### src/rtl/smt_fetch_pkg.sv
package smt_fetch_pkg;
    localparam int NUM_THR = 2;
    typedef logic tid_t;

    // tie-break: hand the slot to the thread that did not win last time
    function automatic tid_t tie_winner(input tid_t last_tid);
        return ~last_tid;
    endfunction
endpackage

### src/rtl/smt_inflight_ctr.sv
module smt_inflight_ctr #(
    parameter int CW = 6
) (
    input  logic          clk,
    input  logic          rst_n,
    input  logic          inc,
    input  logic [CW-1:0] dec,
    output logic [CW-1:0] cnt
);
    typedef struct packed {
        logic [CW-1:0] cnt;
    } ctr_st_t;

    ctr_st_t st_d, st_q;
    logic [CW:0] sum;
    logic [CW:0] diff;

    always_comb begin
        st_d = st_q;
        sum  = {1'b0, st_q.cnt} + {{CW{1'b0}}, inc};
        diff = sum - {1'b0, dec};
        if ({1'b0, dec} >= sum) st_d.cnt = '0;
        else                    st_d.cnt = diff[CW-1:0];
    end

    always_ff @(posedge clk) begin
        if (!rst_n) st_q <= '0;
        else        st_q <= st_d;
    end

    assign cnt = st_q.cnt;
endmodule

### src/rtl/smt_quiesce_mon.sv
module smt_quiesce_mon #(
    parameter int AW = 16,
    parameter int LB = 6
) (
    input  logic          clk,
    input  logic          rst_n,
    input  logic          park,
    input  logic [AW-1:0] park_addr,
    input  logic          wr_vld,
    input  logic [AW-1:0] wr_addr,
    output logic          asleep
);
    typedef struct packed {
        logic          asleep;
        logic [AW-1:0] watch;
    } mon_st_t;

    mon_st_t     st_d, st_q;
    logic [AW-1:0] delta;
    logic          line_hit;

    always_comb begin
        st_d     = st_q;
        delta    = st_q.watch ^ wr_addr;
        line_hit = ((delta >> LB) == '0);
        if (park) begin
            st_d.asleep = 1'b1;
            st_d.watch  = park_addr;
        end else if (st_q.asleep && wr_vld && line_hit) begin
            st_d.asleep = 1'b0;
        end
    end

    always_ff @(posedge clk) begin
        if (!rst_n) st_q <= '0;
        else        st_q <= st_d;
    end

    assign asleep = st_q.asleep;
endmodule

### src/rtl/smt_pick.sv
module smt_pick #(
    parameter int EW = 8
) (
    input  logic                 [1:0]  elig,
    input  logic signed          [EW-1:0] eff0,
    input  logic signed          [EW-1:0] eff1,
    input  smt_fetch_pkg::tid_t         last_tid,
    output logic                        grant,
    output smt_fetch_pkg::tid_t         tid
);
    always_comb begin
        grant = |elig;
        tid   = 1'b0;
        unique case (elig)
            2'b01:   tid = 1'b0;
            2'b10:   tid = 1'b1;
            2'b11: begin
                if (eff0 < eff1)      tid = 1'b0;
                else if (eff1 < eff0) tid = 1'b1;
                else                  tid = smt_fetch_pkg::tie_winner(last_tid);
            end
            default: tid = 1'b0;
        endcase
    end
endmodule

### src/rtl/smt_icount_arb.sv
module smt_icount_arb #(
    parameter int QUEUE_DEPTH = 32,
    parameter int SHARE_CAP   = 24,
    parameter int BIAS_W      = 5,
    parameter int ADDR_W      = 16,
    parameter int LINE_BYTES  = 64
) (
    input  logic                     clk,
    input  logic                     rst_n,
    input  logic [1:0]               thr_active,
    input  logic [1:0]               fetch_req,
    input  logic [$clog2(QUEUE_DEPTH+1)-1:0] retire_cnt0,
    input  logic [$clog2(QUEUE_DEPTH+1)-1:0] retire_cnt1,
    input  logic signed [BIAS_W-1:0] prio_bias0,
    input  logic signed [BIAS_W-1:0] prio_bias1,
    input  logic [1:0]               park_req,
    input  logic [ADDR_W-1:0]        park_addr0,
    input  logic [ADDR_W-1:0]        park_addr1,
    input  logic                     mem_wr_vld,
    input  logic [ADDR_W-1:0]        mem_wr_addr,
    output logic                     fetch_grant,
    output logic                     fetch_tid
);
    import smt_fetch_pkg::*;

    localparam int CW = $clog2(QUEUE_DEPTH + 1);
    localparam int LB = $clog2(LINE_BYTES);
    localparam int EW = ((CW > BIAS_W) ? CW : BIAS_W) + 2;
    localparam logic [CW-1:0] CAP_SHARED = CW'(SHARE_CAP);
    localparam logic [CW-1:0] CAP_ALONE  = CW'(QUEUE_DEPTH);

    typedef struct packed {
        tid_t last_tid;
    } arb_st_t;

    arb_st_t st_d, st_q;

    logic [CW-1:0]            cnt    [NUM_THR];
    logic [CW-1:0]            retire [NUM_THR];
    logic signed [BIAS_W-1:0] bias   [NUM_THR];
    logic [ADDR_W-1:0]        paddr  [NUM_THR];
    logic signed [EW-1:0]     eff    [NUM_THR];
    logic [NUM_THR-1:0]       asleep;
    logic [NUM_THR-1:0]       elig;
    logic [CW-1:0]            cap;
    logic                     grant;
    tid_t                     tid;

    assign retire[0] = retire_cnt0;
    assign retire[1] = retire_cnt1;
    assign bias[0]   = prio_bias0;
    assign bias[1]   = prio_bias1;
    assign paddr[0]  = park_addr0;
    assign paddr[1]  = park_addr1;

    assign cap = (&thr_active) ? CAP_SHARED : CAP_ALONE;

    for (genvar t = 0; t < NUM_THR; t++) begin : g_thr
        smt_inflight_ctr #(.CW(CW)) u_ctr (
            .clk   (clk),
            .rst_n (rst_n),
            .inc   (grant && (tid == tid_t'(t))),
            .dec   (retire[t]),
            .cnt   (cnt[t])
        );

        smt_quiesce_mon #(.AW(ADDR_W), .LB(LB)) u_mon (
            .clk       (clk),
            .rst_n     (rst_n),
            .park      (park_req[t]),
            .park_addr (paddr[t]),
            .wr_vld    (mem_wr_vld),
            .wr_addr   (mem_wr_addr),
            .asleep    (asleep[t])
        );

        // bias of the other thread is added to this thread's count
        assign eff[t] = $signed({{(EW-CW){1'b0}}, cnt[t]})
                      + $signed({{(EW-BIAS_W){bias[1-t][BIAS_W-1]}}, bias[1-t]});

        assign elig[t] = fetch_req[t] & thr_active[t] & ~asleep[t] & (cnt[t] < cap);
    end

    smt_pick #(.EW(EW)) u_pick (
        .elig     (elig),
        .eff0     (eff[0]),
        .eff1     (eff[1]),
        .last_tid (st_q.last_tid),
        .grant    (grant),
        .tid      (tid)
    );

    always_comb begin
        st_d = st_q;
        if (grant) st_d.last_tid = tid;
    end

    always_ff @(posedge clk) begin
        if (!rst_n) st_q <= '{last_tid: 1'b1};
        else        st_q <= st_d;
    end

    assign fetch_grant = grant;
    assign fetch_tid   = tid;
endmodule

### config.mk
export PLATFORM = sky130hd
export DESIGN_NAME = smt_icount_arb
export DESIGN_NICKNAME = d
export VERILOG_FILES = /design/src/rtl/smt_fetch_pkg.sv /design/src/rtl/smt_inflight_ctr.sv /design/src/rtl/smt_quiesce_mon.sv /design/src/rtl/smt_pick.sv /design/src/rtl/smt_icount_arb.sv
export SDC_FILE = /design/constraint.sdc
export NUM_CORES = 1
export LEC_CHECK = 0
export BUFFER_PORTS_ARGS = -buffer_cell sky130_fd_sc_hd__clkbuf_2
export CAP_MARGIN = 20
export CORE_UTILIZATION = 45
export DETAILED_ROUTE_END_ITERATION = 6
export PLACE_DENSITY = 0.76
export SYNTH_ARGS = -nofsm -noshare
export SYNTH_HDL_FRONTEND = slang
export SYNTH_HIERARCHICAL = 1
export SYNTH_SLANG_ARGS = --single-unit
### constraint.sdc
create_clock -name clk -period 6.93 [get_ports clk]
set_clock_uncertainty 0.15 [all_clocks]
set_input_delay 1.386 -clock clk [delete_from_list [all_inputs] [get_ports clk]]
set_output_delay 1.386 -clock clk [all_outputs]
set_load 0.02 [all_outputs]
==> out/metrics.cfg <==
[floorplan]
initial_core_util_pct = 47.1
dieArea_um2 = 7490
die_h_um = 86.5
rows = 30
die_w_um = 86.5
core_area_um2 = 6830
io_pins = 81

[synthesis]
yosys_warnings = 6
synthesis.area_um2 = 3220
synthesis.instances = 364
syn_avg_cell_area_um2 = 8.83
async_flop_share_pct = 0
synth_top_cell_by_area = dfxtp_1
synth_cell_types = 45
yosys-top-cells-area = dfxtp_1, ha_1, xnor2_1, mux2i_1, inv_1
synth_fp_nets = 495
synth_edf_count = 0
dominantRegCellSynth = dfxtp_1
yosys.area.top_type_share_pct = 21.8
ys_seq_elements = 35
ys_seq_area_share_pct = 21.8

[placement]
gp_congestion = 0.822
place_inst = 518
hpwl_um = 5580
port-buffer-count = 62
place_ws_ns = 0.970

[worst_setup_path]
critPathLaunch = prio_bias0[0]
required_ns = 6.94
end_kind = register
critical_path_class = in2reg
regToRegStartpoint = g_thr[1].u_ctr/cnt[0]
startpoint_type = input port
cp.arrival_ns = 5.71
worstPathMaxFanout = 6

[clock_tree]
postCtsHoldBufs = 0
cts_tree = built
insertion_delay_ns = 0.29
cts_setup_buffers = 0
cts_buffers = 5
htreeDepth = 2
clockRootBuffer = clkbuf_8
post_cts_resized = 0
clk_pin_slew_ns = 0.07
cts_num_sinks = 35
clockBufferDepth = 2

[cells_and_area]
layoutNonFillerInstCount = 526
area.growth.synth_to_final_pct = 16.9
drive_gt1_share_pct = 20.5
antenna_cells = 0
final_common_cell = clkbuf_2
fin_util_pct = 55.0
layout_common_cells = clkbuf_2, ha_1, inv_1
finalNetCount = 560

[power_and_ir_drop]
p_total_w = 0.00112
power_density_nw_per_um2 = 297
peakVddDrop_mv = 0.126
p_leak_nw = 1.77

[routing]
wl_per_cell_um = 12.7
vias = 2699
post-route-drc-count = 0
via_per_inst = 5.13
drtIter0Drc = 82
firstDrtPassIters = 4
routed_wirelength_um = 6680
ant_nets = 0

[sta]
relSlewSlack_pct = 67.1
tightest_slew_ns = 0.493
setup_viol = 0
hold_viol_final = 0
drv_slew = 0
rsz0062_at_grt = false
tns_ns = 0
min_period_ns = 5.70
worst_slack_ns = 1.23
period_share_pct = 82.2
fmax_mhz = 176

[global_routing]
gr-total-overflow = 0
grt_max_degree = 28
grt_pass1_vias = 2741
grt_pass1_wl_um = 11300
antenna_found_initial = 0
grt_util_all_layers_pct = 19.1

[worst_hold_path]
min_path_type = reg2reg
min_from = st_q

[job]
cap_violations = 0

[run_status]
status = completed

## power breakdown
part           leakage (nW)  total [W]  switching, W  internal, W
Sequential            0.289   0.000275     0.0000401     0.000235
Clock                0.0644   0.000218     0.0000750     0.000143
Combinational          1.42   0.000623      0.000329     0.000294
Total                  1.77    0.00112      0.000444     0.000672
## flip-flops by register name, indices dropped and copies added, names as in the netlist
signal              cells
st_q                    1
g_thr.u_mon/asleep      2
g_thr.u_mon/st_q       20
g_thr.u_ctr/cnt        12
## worst paths after layout
check / slack, ns / end / cells past startpoint
setup / recovery: 1.23 / g_thr[1].u_ctr/cnt[1] / 23
hold / removal: 0.34 / st_q / 2
setup reg to reg: 2.05 / g_thr[1].u_ctr/cnt[1] / 22
hold reg to reg: 0.34 / st_q / 2
## worst max-delay path, cell delays in order
cell      delay [ns]
clkbuf_2        0.09
ha_1            0.21
inv_1           0.07
fa_1            0.44
nor2b_4         0.13
o31a_1          0.18
nor4b_2         0.06
a211o_2         0.26
ha_1            0.29
nand4_1         0.12
nor3_1          0.22
o21ai_1         0.08
o21ai_1         0.16
and2_1          0.21
ha_1            0.18
ha_1            0.19
nand3_1         0.12
xnor2_1         0.18
ha_1            0.38
and3_1          0.19
o31ai_2         0.07
a32oi_2         0.38
nor2b_1         0.10
## logic make-up after synthesis
kind of cell,Yosys count,synth area share [%]
fa+ha+maj,52,21.2
buf+inv,49,5.95
xor+xnor,38,10.4
flops,35,21.8
simple gates,97,17.9
compound gates,70,15.7
mux,23,7.16
## through the flow
step / area [um2] / hold WS (ns)
after CTS: 3760 / 0.335
after detailed placement: 3620 / 0.315
after global placement: 3620 / 0.312
after floorplan: 3220 / 0.285
final: 3760 / 0.338
after global routing: 3760 / 0.371
## cells in the mapped netlist, types with 3 or more instances
cell      instances
a211oi_2          3
a21o_1            7
a21oi_1          17
a31oi_1           3
dfxtp_1          35
fa_1              4
ha_1             48
inv_1            45
mux2i_1          23
nand2_1          10
nand3_1           7
nand4_1           4
nor2_1           22
nor2b_1          26
nor3_1            5
nor3b_1           6
o211ai_1          4
o21a_1            4
o21ai_0          10
o31a_1            4
xnor2_1          29
xor2_1            9
## metal layers
layer,track usage (%),up-vias,wire length (um)
met5,0,-,0
met4,6.67,0,129
met3,5.62,12,397
met2,34.1,64,3170
met1,21.8,1241,2990
li1,-,1382,-
## cell type report
class | instances | area (um2)
multi-input cells | 280 | 2320
repair buffers | 62 | 310
clock buffers | 5 | 68.8
fillers | 657 | 3070
clock inverters | 3 | 67.6
well taps | 96 | 120
inverters | 45 | 169
flip-flops and latches | 35 | 701
No activity file was read; power rests on OpenSTA's default activity.
